## src/rtl/ldc_pkg.sv

```systemverilog
package ldc_pkg;

   localparam logic [7:0] DUTY_PREFIX  = 8'hCC;
   localparam logic [7:0] M_HI_PREFIX  = 8'hC3;
   localparam logic [7:0] M_LO_PREFIX  = 8'hE0;

   typedef enum logic [1:0] {
      ST_OFF    = 2'd0,
      ST_SLEEP  = 2'd1,
      ST_LISTEN = 2'd2,
      ST_HOLD   = 2'd3
   } ldc_state_e;

endpackage

```

## src/rtl/ldc_cmd_regs.sv

```systemverilog
module ldc_cmd_regs
   import ldc_pkg::*;
#(
   parameter int D_W      = 7,
   parameter int M_HI_W   = 6,
   parameter int M_LO_W   = 8,
   parameter int D_RST    = 7,
   parameter int M_HI_RST = 0,
   parameter int M_LO_RST = 32,
   localparam int M_W     = M_HI_W + M_LO_W
) (
   input  logic             clk,
   input  logic             rst_n,
   input  logic             cmd_wr,
   input  logic [15:0]      cmd_word,
   output logic [D_W-1:0]   d_val,
   output logic             ldc_en,
   output logic [M_W-1:0]   m_val,
   output logic             duty_wr
);

   logic             hi_wr;
   logic             lo_wr;
   logic [M_HI_W-1:0] m_hi_q;
   logic [M_LO_W-1:0] m_lo_q;

   assign duty_wr = cmd_wr && (cmd_word[15:8] == DUTY_PREFIX);
   assign hi_wr   = cmd_wr && (cmd_word[15:8] == M_HI_PREFIX);
   assign lo_wr   = cmd_wr && (cmd_word[15:8] == M_LO_PREFIX);

   always_ff @(posedge clk) begin
      if (!rst_n) begin
         d_val  <= D_W'(D_RST);
         ldc_en <= 1'b0;
      end else if (duty_wr) begin
         d_val  <= cmd_word[D_W:1];
         ldc_en <= cmd_word[0];
      end
   end

   always_ff @(posedge clk) begin
      if (!rst_n) begin
         m_hi_q <= M_HI_W'(M_HI_RST);
      end else if (hi_wr) begin
         m_hi_q <= cmd_word[M_HI_W-1:0];
      end
   end

   always_ff @(posedge clk) begin
      if (!rst_n) begin
         m_lo_q <= M_LO_W'(M_LO_RST);
      end else if (lo_wr) begin
         m_lo_q <= cmd_word[M_LO_W-1:0];
      end
   end

   assign m_val = {m_hi_q, m_lo_q};

endmodule

```

## src/rtl/ldc_window_calc.sv

```systemverilog
module ldc_window_calc #(
   parameter int D_W = 7,
   parameter int M_W = 14,
   localparam int ON_W = 2 * 1 + D_W - 1
) (
   input  logic [D_W-1:0] d_val,
   input  logic [M_W-1:0] m_val,
   output logic [M_W-1:0] m_eff,
   output logic [M_W-1:0] sleep_len
);

   logic [ON_W-1:0] on_len;
   logic [M_W-1:0]  on_ext;

   if (M_W < ON_W) begin : g_bad_widths
      $error("period width must hold the on-time width");
   end

   assign on_len = {d_val, 1'b1};
   assign on_ext = M_W'(on_len);
   assign m_eff  = (m_val == '0) ? M_W'(1) : m_val;

   always_comb begin
      if (on_ext >= m_eff) sleep_len = '0;
      else                 sleep_len = m_eff - on_ext;
   end

endmodule

```

## src/rtl/ldc_cycle_fsm.sv

```systemverilog
module ldc_cycle_fsm #(
   parameter int M_W = 14
) (
   input  logic           clk,
   input  logic           rst_n,
   input  logic           tick,
   input  logic           dqd,
   input  logic           fifo_empty,
   input  logic           irq_pending,
   input  logic           duty_wr,
   input  logic           ldc_en,
   input  logic [M_W-1:0] m_eff,
   input  logic [M_W-1:0] sleep_len,
   output logic           hold,
   output logic           listen,
   output logic           wake_pulse
);

   logic [M_W-1:0] cnt_q;
   logic           wrap;
   logic           release_ok;

   assign wrap       = cnt_q >= (m_eff - M_W'(1));
   assign listen     = cnt_q >= sleep_len;
   assign release_ok = fifo_empty && !irq_pending && !dqd;

   always_ff @(posedge clk) begin
      if (!rst_n) begin
         cnt_q      <= '0;
         hold       <= 1'b0;
         wake_pulse <= 1'b0;
      end else begin
         wake_pulse <= 1'b0;
         if (duty_wr) begin
            cnt_q <= '0;
            hold  <= 1'b0;
         end else if (tick) begin
            if (hold) begin
               if (release_ok) begin
                  hold  <= 1'b0;
                  cnt_q <= '0;
               end
            end else if (ldc_en && listen && dqd) begin
               hold <= 1'b1;
            end else begin
               cnt_q      <= wrap ? '0 : cnt_q + M_W'(1);
               wake_pulse <= !ldc_en && wrap;
            end
         end
      end
   end

endmodule

```

## src/rtl/ldc_rx_ctrl.sv

```systemverilog
module ldc_rx_ctrl
   import ldc_pkg::*;
#(
   parameter int D_W      = 7,
   parameter int M_HI_W   = 6,
   parameter int M_LO_W   = 8,
   parameter int D_RST    = 7,
   parameter int M_HI_RST = 0,
   parameter int M_LO_RST = 32
) (
   input  logic        clk,
   input  logic        rst_n,
   input  logic        cmd_wr,
   input  logic [15:0] cmd_word,
   input  logic        tick,
   input  logic        dqd,
   input  logic        fifo_empty,
   input  logic        irq_pending,
   output logic        rx_en,
   output logic        wake_irq,
   output logic [1:0]  state_o
);

   localparam int M_W = M_HI_W + M_LO_W;

   if (D_W < 1 || D_W > 7) begin : g_bad_d_w
      $error("D field must be 1 to 7 bits");
   end
   if (M_HI_W < 1 || M_HI_W > 6) begin : g_bad_m_hi_w
      $error("upper period field must be 1 to 6 bits");
   end
   if (M_LO_W < 1 || M_LO_W > 8) begin : g_bad_m_lo_w
      $error("lower period field must be 1 to 8 bits");
   end
   if (D_RST >= (1 << D_W)) begin : g_bad_d_rst
      $error("D reset value does not fit its field");
   end

   logic [D_W-1:0] d_val;
   logic           ldc_en;
   logic [M_W-1:0] m_val;
   logic           duty_wr;
   logic [M_W-1:0] m_eff;
   logic [M_W-1:0] sleep_len;
   logic           hold;
   logic           listen;
   logic           wake_pulse;
   ldc_state_e     st;

   ldc_cmd_regs #(
      .D_W(D_W), .M_HI_W(M_HI_W), .M_LO_W(M_LO_W),
      .D_RST(D_RST), .M_HI_RST(M_HI_RST), .M_LO_RST(M_LO_RST)
   ) u_regs (
      .clk(clk), .rst_n(rst_n), .cmd_wr(cmd_wr), .cmd_word(cmd_word),
      .d_val(d_val), .ldc_en(ldc_en), .m_val(m_val), .duty_wr(duty_wr)
   );

   ldc_window_calc #(.D_W(D_W), .M_W(M_W)) u_calc (
      .d_val(d_val), .m_val(m_val), .m_eff(m_eff), .sleep_len(sleep_len)
   );

   ldc_cycle_fsm #(.M_W(M_W)) u_fsm (
      .clk(clk), .rst_n(rst_n), .tick(tick), .dqd(dqd),
      .fifo_empty(fifo_empty), .irq_pending(irq_pending),
      .duty_wr(duty_wr), .ldc_en(ldc_en), .m_eff(m_eff),
      .sleep_len(sleep_len), .hold(hold), .listen(listen),
      .wake_pulse(wake_pulse)
   );

   always_comb begin
      if (hold)         st = ST_HOLD;
      else if (!ldc_en) st = ST_OFF;
      else if (listen)  st = ST_LISTEN;
      else              st = ST_SLEEP;
   end

   assign state_o  = st;
   assign rx_en    = (st == ST_HOLD) || (st == ST_LISTEN);
   assign wake_irq = wake_pulse;

endmodule

```

## config.mk

```make
export PLATFORM = sky130hd
export DESIGN_NAME = ldc_rx_ctrl
export DESIGN_NICKNAME = d
export VERILOG_FILES = /design/src/rtl/ldc_pkg.sv /design/src/rtl/ldc_cmd_regs.sv /design/src/rtl/ldc_window_calc.sv /design/src/rtl/ldc_cycle_fsm.sv /design/src/rtl/ldc_rx_ctrl.sv
export SDC_FILE = /design/constraint.sdc
export NUM_CORES = 1
export LEC_CHECK = 0
export CAP_MARGIN = 25
export CORE_ASPECT_RATIO = 1.25
export CORE_MARGIN = 3
export CORE_UTILIZATION = 26
export CTS_CLUSTER_DIAMETER = 50
export DETAILED_ROUTE_END_ITERATION = 10
export SLEW_MARGIN = 10
export SYNTH_ARGS = -nofsm -noshare
export SYNTH_HDL_FRONTEND = slang
export SYNTH_HIERARCHICAL = 1
export SYNTH_SLANG_ARGS = --single-unit
```

## constraint.sdc

```tcl
create_clock -name clk -period 6.01 [get_ports clk]
set_clock_uncertainty 0.15 [all_clocks]
set_input_delay 1.202 -clock clk [delete_from_list [all_inputs] [get_ports clk]]
set_output_delay 1.202 -clock clk [all_outputs]
set_load 0.01 [all_outputs]
```

# After elaboration in Yosys (flattened, before gate mapping)
# Index checks and enable logic that the tools add are counted.
# W data, S select, Z words.
# totals
ramBits	0
output_inout_bits	4
input_bits	23
reg_bits	38
elab_cells	50
memories	0
latchBits	0
romBits	0
# classes
n_eq_ne	7
magnitude_cmp	3
bitwise	2
reduce_logical	16
n_addsub	3
mul	0
shift	0
n_mux	12
div_mod_pow	0
# ops
operator	n
$mux W14	6
$ge A14 B14 Y1	2
$eq A8 B8 Y1 const B	3
$add A14 B1 Y14 const B	1
$ge A8 B14 Y1	1
$logic_not A14 Y1	1
$sub A14 B1 Y14 const B	1
$sub A14 B8 Y14	1
$logic_and A1 B1 Y1	8
$mux W2	3
$reduce_or A5 Y1	1
$eq A2 B2 Y1 const B	2
$logic_not A1 Y1	3
$mux W1	3
$reduce_and A3 Y1	1
$ne A2 B1 Y1 const B	1
$ne A2 B2 Y1 const B	1
$not A1 Y1	2
$reduce_or A2 Y1	1
$logic_or A1 B1 Y1	1

# Depth between registers and ports, before layout
# Gate-level depths: netlist of the first run.
# logic_depth
ltp_word	10
mapped_depth	19
depth_no_buf	17

# Modules after synthesis
# The synthesis of the first run kept the hierarchy.
# by_module_without_submodules
module	instances	seq_area_each_um2	cells_each	area_each_um2
ldc_cycle_fsm	1	320.3	232	1730.4
ldc_cmd_regs	1	440.4	93	925.9
ldc_window_calc	1	0.0	112	738.2
ldc_rx_ctrl	1	0.0	4	27.5

# Least setup slack after synthesis of the first run
# OpenSTA, ideal clock, no wires.
# synth_timing
path_type	register -> output
start	register u_regs.m_hi_q[0]
end	output state_o[1]
arrival_ns	4.093
path_buffers	2
t_required_ns	4.658
path_slack_ns	0.565
stages_incl_launch_ff	19
path_cell_list	dfxtp_1 -> or4_4 -> or3_1 -> o21bai_1 -> fa_1 -> nand3_1 -> a21o_1 -> a21oi_1 -> nor2_1 -> buf_4 -> nor3_1 -> inv_1 -> ha_1 -> nand4_1 -> a21oi_1 -> nor3_1 -> o41ai_1 -> a21o_2 -> buf_4
# synth_via
elab_chain_len	8
elab_cells_between_ends	9
cone_classes	add/sub: 1; order compare: 2; mux: 5; reduce/logical: 1
# synth_rtl
element	line	rtl
from (decl)	ldc_cmd_regs.sv:24	logic [M_HI_W-1:0] m_hi_q;
from (signal assigned)	ldc_cmd_regs.sv:43	m_hi_q <= M_HI_W'(M_HI_RST);
from (signal assigned)	ldc_cmd_regs.sv:45	m_hi_q <= cmd_word[M_HI_W-1:0];
$logic_not A14 Y1 *	ldc_window_calc.sv:21	assign m_eff = (m_val == '0) ? M_W'(1) : m_val;
$mux W14 *	ldc_window_calc.sv:21	
net m_eff[0]	ldc_rx_ctrl.sv:43	logic [M_W-1:0] m_eff;
$sub A14 B8 Y14 or $ge A8 B14 Y1 (tied branches)	ldc_window_calc.sv:25, ldc_window_calc.sv:24	
$mux W14 *	ldc_window_calc.sv:24	if (on_ext >= m_eff) sleep_len = '0;
net sleep_len[5]	ldc_rx_ctrl.sv:44	logic [M_W-1:0] sleep_len;
$ge A14 B14 Y1 *	ldc_cycle_fsm.sv:24	assign listen = cnt_q >= sleep_len;
net listen	ldc_rx_ctrl.sv:46	logic listen;
$mux W2 *	ldc_rx_ctrl.sv:73	else if (listen) st = ST_LISTEN;
$mux W2 *	ldc_rx_ctrl.sv:72	else if (!ldc_en) st = ST_OFF;
$mux W2 *	ldc_rx_ctrl.sv:71	if (hold) st = ST_HOLD;
to (decl)	ldc_rx_ctrl.sv:21	output logic [1:0] state_o
# The timed path passes the listed nets; every way through them passes the cells marked *.

# Worst setup path in the final report of the first run
# layout_timing
start	register u_regs.m_hi_q[0]
end	output state_o[0]
# Same word-level chain as after synthesis.

==> metrics.md, run 1 <==
| Metric | Value |
|---|---|
| Residual DRC | 0 |
| Reg2Reg Setup Slack | 850 ps |
| Number of max-cap violations | 0 |
| Achievable Freq | 0.173 GHz |
| Switch Pwr | 153 uW |
| Vias in the first global route | 3,184 |
| Int Pwr | 437 uW |
| Reg-to-reg critical path startpoint | u_regs/m_hi_q[0] |
| Yosys reg bits | 38 |
| Starting Density | 0.268 |
| YS warnings | 6 |
| Reg-to-reg endpoint | u_fsm/cnt_q[13] |
| Clk slew on worst S/H paths | 60 ps |
| Routed vias/inst | 5.06 |
| Setup crit end | state_o[0] |
| Number of nets with antenna violations after routing | 0 |
| Min Clock Period, post-route | 5780 ps |
| Die ar. | 0.0146 mm^2 |
| Die Ht | 134 um |
| Compound-Gate Fraction of Synth Area | 0.170 |
| Setup TNS | 0 ps |
| Final HPWL DP | 7120 um |
| Slew at the pin closest to its max-slew limit | 877 ps |
| Reg2Reg Depth | 20 |
| Worst-skew pair later-pin latency | 290 ps |
| Layout area overhead | 20.3% |
| Die Span X | 109 um |
| Overall power | 590 uW |
| Logic pwr share | 0.104 |
| Post-synth top area share | 0.222 |
| Mux cell area share after synthesis | 0.0702 |
| CP Class | flip-flop to output port |
| Post-synth EDFFs | 0 |
| Syn Inst Count | 441 |
| Worst setup EP type | output port |
| CTS tree | yes |
| Initial antenna violation count | 0 |
| Final setup fails | 0 |
| Largest family of logic cells by synthesized area | simple AND/OR/NAND/NOR gates |
| Core area | 0.0128 mm^2 |
| Status | finished, final reports clean |
| CTS buffer count | 5 |
| Number of DRC markers in iteration 0 | 161 |
| Post-Synth XOR/XNOR Area | 0.0410 |
| Unique cell type count in the Yosys netlist | 53 |
| HP Class | flip-flop to flip-flop |
| Peak supply drop | 0.0854 mV |
| Worst Path Arrival | 4430 ps |
| RSZ-0062 raised after global routing | no |
| Hold Fails Final Rpt | 0 |
| Syn Nets | 504 |
| Synth async-reset ratio | 0 |
| Adder-Cell Fraction of Synth Area | 0.148 |
| Layout cells sized above 1 | 0.108 |
| Fin util | 0.322 |
| I/O pins | 27 |
| Cell taking the most area after synthesis | dfxtp_1 |
| Critical Path Source | u_regs/m_hi_q[0] |
| Grt ovf | 0 |
| Global-route wire length before repair | 15,100 um |
| Htree depth | 2 |
| Period utilization | 0.962 |
| Switch share | 0.259 |
| Hold Path Depth | 2 |
| Post-synthesis simple-gate area fraction | 0.274 |
| Relative slew slack | 0.410 |
| Clock Power Share | 0.463 |
| Drt wl/cell | 14.4 um |
| Type of origin of the critical path | flip-flop |
| Flop pwr share | 0.433 |
| I/O Buffers | 26 |
| Row cnt | 46 |
| Via count of the routed design | 3,204 |
| Clk buf depth | 2 |
| Slew Viols, Final | 0 |
| Syn avg cell area | 7.76 um^2 |
| Synth top area cells | dfxtp_1 22%, ha_1 14%, mux2i_1 7.0% |
| Clock Sinks | 38 |
| Synthesized cell area | 0.00342 mm^2 |
| # fillers | 1,357 |
| GRT Total Usage | 0.126 |
| Root Driver | clkbuf_16 |
| Largest net degree at the start of global routing | 37 |
| Seq/Total Area, Yosys | 0.222 |
| Ant diodes | 0 |
| Nets@finish | 527 |
| WP data required | 4660 ps |
| TritonRoute pass-1 iters | 7 |
| Dominant synthesized flop cell | dfxtp_1 |
| Pwr/cell area | 143 mW/mm^2 |
| Leak Pwr | 0.00181 uW |
| Total Routed Length | 9100 um |
| Critical Path Fanout Max | 6 |
| GPL Wtd Cong | 0.958 |
-- area by class of cell --
class	count	area (um^2)	share of cell area
Timing Repair Buffer	42	388	0.0943
Clock inverter	3	21.3	0.00517
Tap cell	168	210	0.0511
Sequential cell	38	761	0.185
Clock buffer	5	125	0.0304
Inverter	36	135	0.0328
Multi-Input combinational cell	341	2470	0.601
-- power groups by stage --
| stage | combinational, uW | clock [uW] | sequential, uW |
|---|---|---|---|
| 2_1_floorplan | 33.2 | 0 | 261 |
| 6_report | 61.2 | 273 | 256 |
| 5_1_grt | 66.9 | 289 | 256 |
| 3_5_place_dp | 59.8 | 0 | 261 |
| 4_1_cts | 60.7 | 281 | 255 |
| 3_3_place_gp | 58.1 | 0 | 261 |
-- cells in the mapped netlist (2+ instances only) --
cell type / count
nor2_1: 21
o211ai_2: 2
mux2i_1: 24
o21ai_1: 3
nor3_1: 10
or4_4: 2
nor4_4: 2
nand2_1: 63
inv_1: 36
nand4b_4: 2
clkbuf_1: 18
a211oi_1: 3
nand3b_1: 2
xor2_1: 4
ha_1: 39
a21o_1: 9
buf_4: 2
nand2b_1: 8
o31ai_1: 2
nor2b_1: 11
o22ai_1: 14
nand4_1: 7
a21oi_1: 37
a211oi_4: 2
o21ai_0: 6
or3_1: 14
or2_1: 3
and2_1: 2
nand3_1: 9
xnor2_1: 12
or4_1: 4
or2_2: 2
buf_2: 5
dfxtp_1: 38
nor4_1: 5
-- critical path, stage by stage, from the launching register on --
cell	delay [ps]
dfxtp_1	310
or4_4	550
or3_4	390
o21bai_4	170
fa_2	240
nand3_1	100
a21o_1	210
buf_4	140
a21oi_2	240
o31ai_1	110
a21oi_1	170
inv_1	70
ha_1	290
nand4_1	90
buf_4	170
o41ai_4	380
buf_4	170
inv_1	30
a21o_1	160
dlymetal6s2s_1	160
-- kinds of logic (layout without fill, tap and decap cells) --
family / after synthesis / after routing
compound gates: 89 / 89
xor+xnor: 16 / 16
fa+ha+maj: 40 / 40
buf+inv: 62 / 86
flops: 38 / 38
mux: 24 / 24
simple gates: 172 / 172
-- through the flow --
| stage | instance area, um^2 | hold slack (ps) | worst slack, ps | instances |
|---|---|---|---|---|
| global placement | 3850 | 296 | 167 | 619 |
| detailed placement | 3850 | 302 | 18.4 | 619 |
| finish | 4120 | 309 | 229 | 633 |
| global route | 4120 | 341 | 46.5 | 633 |
| CTS | 4050 | 313 | 18.7 | 628 |
| floorplan | 3420 | 285 | 565 | 441 |
-- flip-flops by register name, indices dropped and copies added, names as in the netlist --
register	count
u_fsm/cnt_q	14
u_regs/m_lo_q	8
u_fsm/wake_pulse	1
u_regs/ldc_en	1
u_regs/m_hi_q	6
u_regs/d_val	7
u_fsm/hold	1
-- routing by layer --
| metal | global-route usage | part of all wire | up-vias |
|---|---|---|---|
| met3 | 0.0169 | 0.038 | 15 |
| met5 | 0 | 0 | - |
| li1 | - | - | 1596 |
| met1 | 0.158 | 0.44 | 1519 |
| met2 | 0.221 | 0.50 | 74 |
| met4 | 0.0421 | 0.019 | 0 |
-- layout by cell type, fill, tap and decap left out, drive strengths merged, types with 8 or more instances in the layout --
cell type / instances
buf: 16
nand2b: 8
inv: 36
xnor2: 12
nor2b: 11
clkdlybuf4s50: 23
o22ai: 14
nand2: 63
or3: 14
ha: 39
a21oi: 38
dfxtp: 38
nor2: 21
nor3: 10
nand3: 9
mux2i: 24
a21o: 10
o21ai: 9
-- worst min path at each step --
stage,from,to,slack (ps)
6_report,u_regs/d_val[6],u_regs/d_val[6],310
5_1_grt,u_regs/d_val[6],u_regs/d_val[6],340
4_1_cts,u_regs/d_val[6],u_regs/d_val[6],310
3_5_place_dp,u_regs/d_val[6],u_regs/d_val[6],300
3_3_place_gp,u_regs/d_val[6],u_regs/d_val[6],300
2_1_floorplan,u_regs/d_val[3],u_regs/d_val[3],280
-- timing repair --
| item | 4_1_cts | 5_1_grt |
|---|---|---|
| resized for setup | 9 | 6 |
| pin swaps | 3 | 3 |
| setup endpoints to repair | 3 | 3 |
| hold buffers | 0 | 0 |
| buffers inserted | 1 | 4 |
(Power assumes the default switching activity.)
==> run 2, diff against run 1 <==
--- a/config.mk
+++ b/config.mk
@@ -5,12 +5,13 @@
 export SDC_FILE = /design/constraint.sdc
 export NUM_CORES = 1
 export LEC_CHECK = 0
-export CAP_MARGIN = 25
+export CAP_MARGIN = 20
 export CORE_ASPECT_RATIO = 1.25
 export CORE_MARGIN = 3
 export CORE_UTILIZATION = 26
 export CTS_CLUSTER_DIAMETER = 50
 export DETAILED_ROUTE_END_ITERATION = 10
+export RECOVER_POWER = 100
 export SLEW_MARGIN = 10
 export SYNTH_ARGS = -nofsm -noshare
 export SYNTH_HDL_FRONTEND = slang
==> run 2 against run 1 <==
Against the previous run: sequential power is essentially flat; the flow now finishes with violations (capacitance limit, slew limit); cell count unchanged; worst hold slack improved by 1.7 ps; critical path depth stayed put; via count barely moved; die area is the same; sequential share of layout area increased by 0.25 points.
==> metrics.md, run 2 (synthesis gave the netlist of run 1 again) <==
| Metric | Value |
|---|---|
| Slew Viols, Final | 7 |
| Global-route wire length before repair | 15,100 um |
| GRT Total Usage | 0.126 |
| Clk slew on worst S/H paths | 60 ps |
| Critical path cell sequence | or4_4 > or3_4 > o21bai_4 > fa_1 > nand3_1 > a21o_1 > buf_4 > a21oi_2 > o31ai_1 > a21oi_1 > inv_1 > ha_1 > nand4_1 > buf_4 > o41ai_4 > buf_4 > inv_1 > a21o_1 > dlymetal6s2s_1 |
| RSZ-0062 raised after global routing | no |
| Routed vias/inst | 5.06 |
| Number of DRC markers in iteration 0 | 127 |
| Failing checks | capacitance limit, slew limit |
| Min Clock Period, post-route | 5760 ps |
| Hold Fails Final Rpt | 0 |
| Period utilization | 0.958 |
| Number of max-cap violations | 1 |
| Largest delay contributor family on the critical path | compound AO/OA/AOI/OAI gates |
| Biggest register | u_fsm/cnt_q |
| Die ar. | 0.0146 mm^2 |
| Final HPWL DP | 7120 um |
| Status | finished, violations left |
| Leak Pwr | 0.00178 uW |
| Most frequent cells in the layout | 63 x nand2_1, 39 x ha_1, 38 x dfxtp_1, 36 x inv_1, 33 x a21oi_1 |
| Clock Sinks | 38 |
| # fillers | 1,368 |
| Nets@finish | 527 |
| Slew at the pin closest to its max-slew limit | 1500 ps |
| Non-Filler Instances | 633 |
| WP data required | 4660 ps |
| Htree depth | 2 |
| Clk buf depth | 2 |
| I/O Buffers | 26 |
| Drt wl/cell | 14.4 um |
| Ant diodes | 0 |
| Achievable Freq | 0.174 GHz |
| CP max stage cell | or4_4 |
| HP Class | flip-flop to flip-flop |
| CP Class | flip-flop to output port |
| Vias in the first global route | 3,184 |
| Residual DRC | 0 |
| Die Span X | 109 um |
| Reg-to-reg critical path startpoint | u_regs/m_hi_q[0] |
| Via count of the routed design | 3,206 |
| Initial antenna violation count | 0 |
| GPL Wtd Cong | 0.958 |
| Placed Cells | 619 |
| Total Routed Length | 9140 um |
| Largest net degree at the start of global routing | 37 |
| Number of nets with antenna violations after routing | 0 |
| Starting Density | 0.268 |
| Fin util | 0.318 |
| Worst-skew pair later-pin latency | 290 ps |
| Commonest non-fill, non-tap cell in the layout | nand2_1 |
| Buffer and inverter count on the worst path | 6 |
| Core area | 0.0128 mm^2 |
| Grt ovf | 0 |
| Min-delay src | u_regs/d_val[6] |
| Pwr/cell area | 145 mW/mm^2 |
| Relative slew slack | -0.0112 |
| CP dominant cell by count | buf_4 |
| Overall power | 588 uW |
| Critical Path Fanout Max | 6 |
| Layout area overhead | 18.6% |
| Worst path max stage delay | 550 ps |
| Setup TNS | 0 ps |
| Biggest regs | u_fsm/cnt_q (14), u_regs/m_lo_q (8), u_regs/d_val (7) |
| Worst setup EP type | output port |
| Row cnt | 46 |
| CTS tree | yes |
| Die Ht | 134 um |
| CTS buffer count | 5 |
| Max FFs per register | 14 |
| Root Driver | clkbuf_16 |
| TritonRoute pass-1 iters | 8 |
| Worst Path Arrival | 4410 ps |
| Final setup fails | 0 |
| Type of origin of the critical path | flip-flop |
| Layout cells sized above 1 | 0.0903 |
| Peak supply drop | 0.0859 mV |
| I/O pins | 27 |
| Critical Path Source | u_regs/m_hi_q[0] |
## run 2: changes by cell type in the layout (fill, tap and decap cells not counted), sizes merged
cell	previous run	this run
clkdlybuf4s50	23	21
buf	16	13
dlygate4sd3	0	2
clkbuf	5	8
## run 2: repair_timing
item,CTS,global route
buffers inserted,1,4
hold buffers,0,0
resized for setup,9,6
pin swaps,3,3
endpoints found under the setup margin,3,3
## run 2: cell type report
type | instances | area (um^2) | share of cell area
inverters | 36 | 135 | 0.0333
flip-flops and latches | 38 | 761 | 0.187
clock buffers | 5 | 125 | 0.0308
clock inverters | 3 | 21.3 | 0.00524
repair buffers | 42 | 380 | 0.0937
multi-input cells | 341 | 2430 | 0.598
well taps | 168 | 210 | 0.0518
## run 2: per-stage QoR
stage	cell area [um^2]	hold WS, ps	worst slack [ps]
6_report	4060	311	251
5_1_grt	4060	341	26.2
4_1_cts	4050	313	18.7
3_5_place_dp	3850	302	18.4
3_3_place_gp	3850	296	167
2_1_floorplan	3420	285	565
## run 2: metal layers
metal | vias to the layer above | share of wire | routed length [um] | GRT usage
li1 | 1596 | - | - | -
met1 | 1509 | 0.44 | 4070 | 0.158
met2 | 82 | 0.49 | 4480 | 0.221
met3 | 19 | 0.040 | 364 | 0.0169
met4 | 0 | 0.025 | 232 | 0.0421
met5 | - | 0 | 0 | 0
## run 2: path summary, 6_finish.rpt
| check | end | slack [ps] | depth (start not counted) |
|---|---|---|---|
| hold reg to reg | u_regs/d_val[6] | 310 | 2 |
| setup / recovery | state_o[0] | 250 | 19 |
| setup reg to reg | u_fsm/cnt_q[13] | 450 | 20 |
| hold / removal | u_regs/d_val[6] | 310 | 2 |
## run 2: worst min-delay path: stages, from the launching register on
cell and delay (ps):
dfxtp_1 310, nand2_1 50, mux2i_1 50
## run 2: power breakdown
part           total [uW]  internal (uW)  switching [uW]  leakage, uW
Combinational        59.1           28.9            30.2      0.00141
Clock                 273            154             119    0.0000698
Sequential            256            253            2.17     0.000307
==> run 3, diff against run 2 <==
--- a/config.mk
+++ b/config.mk
@@ -9,7 +9,9 @@
 export CORE_ASPECT_RATIO = 1.25
 export CORE_MARGIN = 3
 export CORE_UTILIZATION = 26
+export CTS_BUF_LIST = sky130_fd_sc_hd__clkbuf_16
 export CTS_CLUSTER_DIAMETER = 50
+export CTS_CLUSTER_SIZE = 16
 export DETAILED_ROUTE_END_ITERATION = 10
 export RECOVER_POWER = 100
 export SLEW_MARGIN = 10
==> results of run 3 <==
Final layout, timing and power as in run 2 (identical DEF).
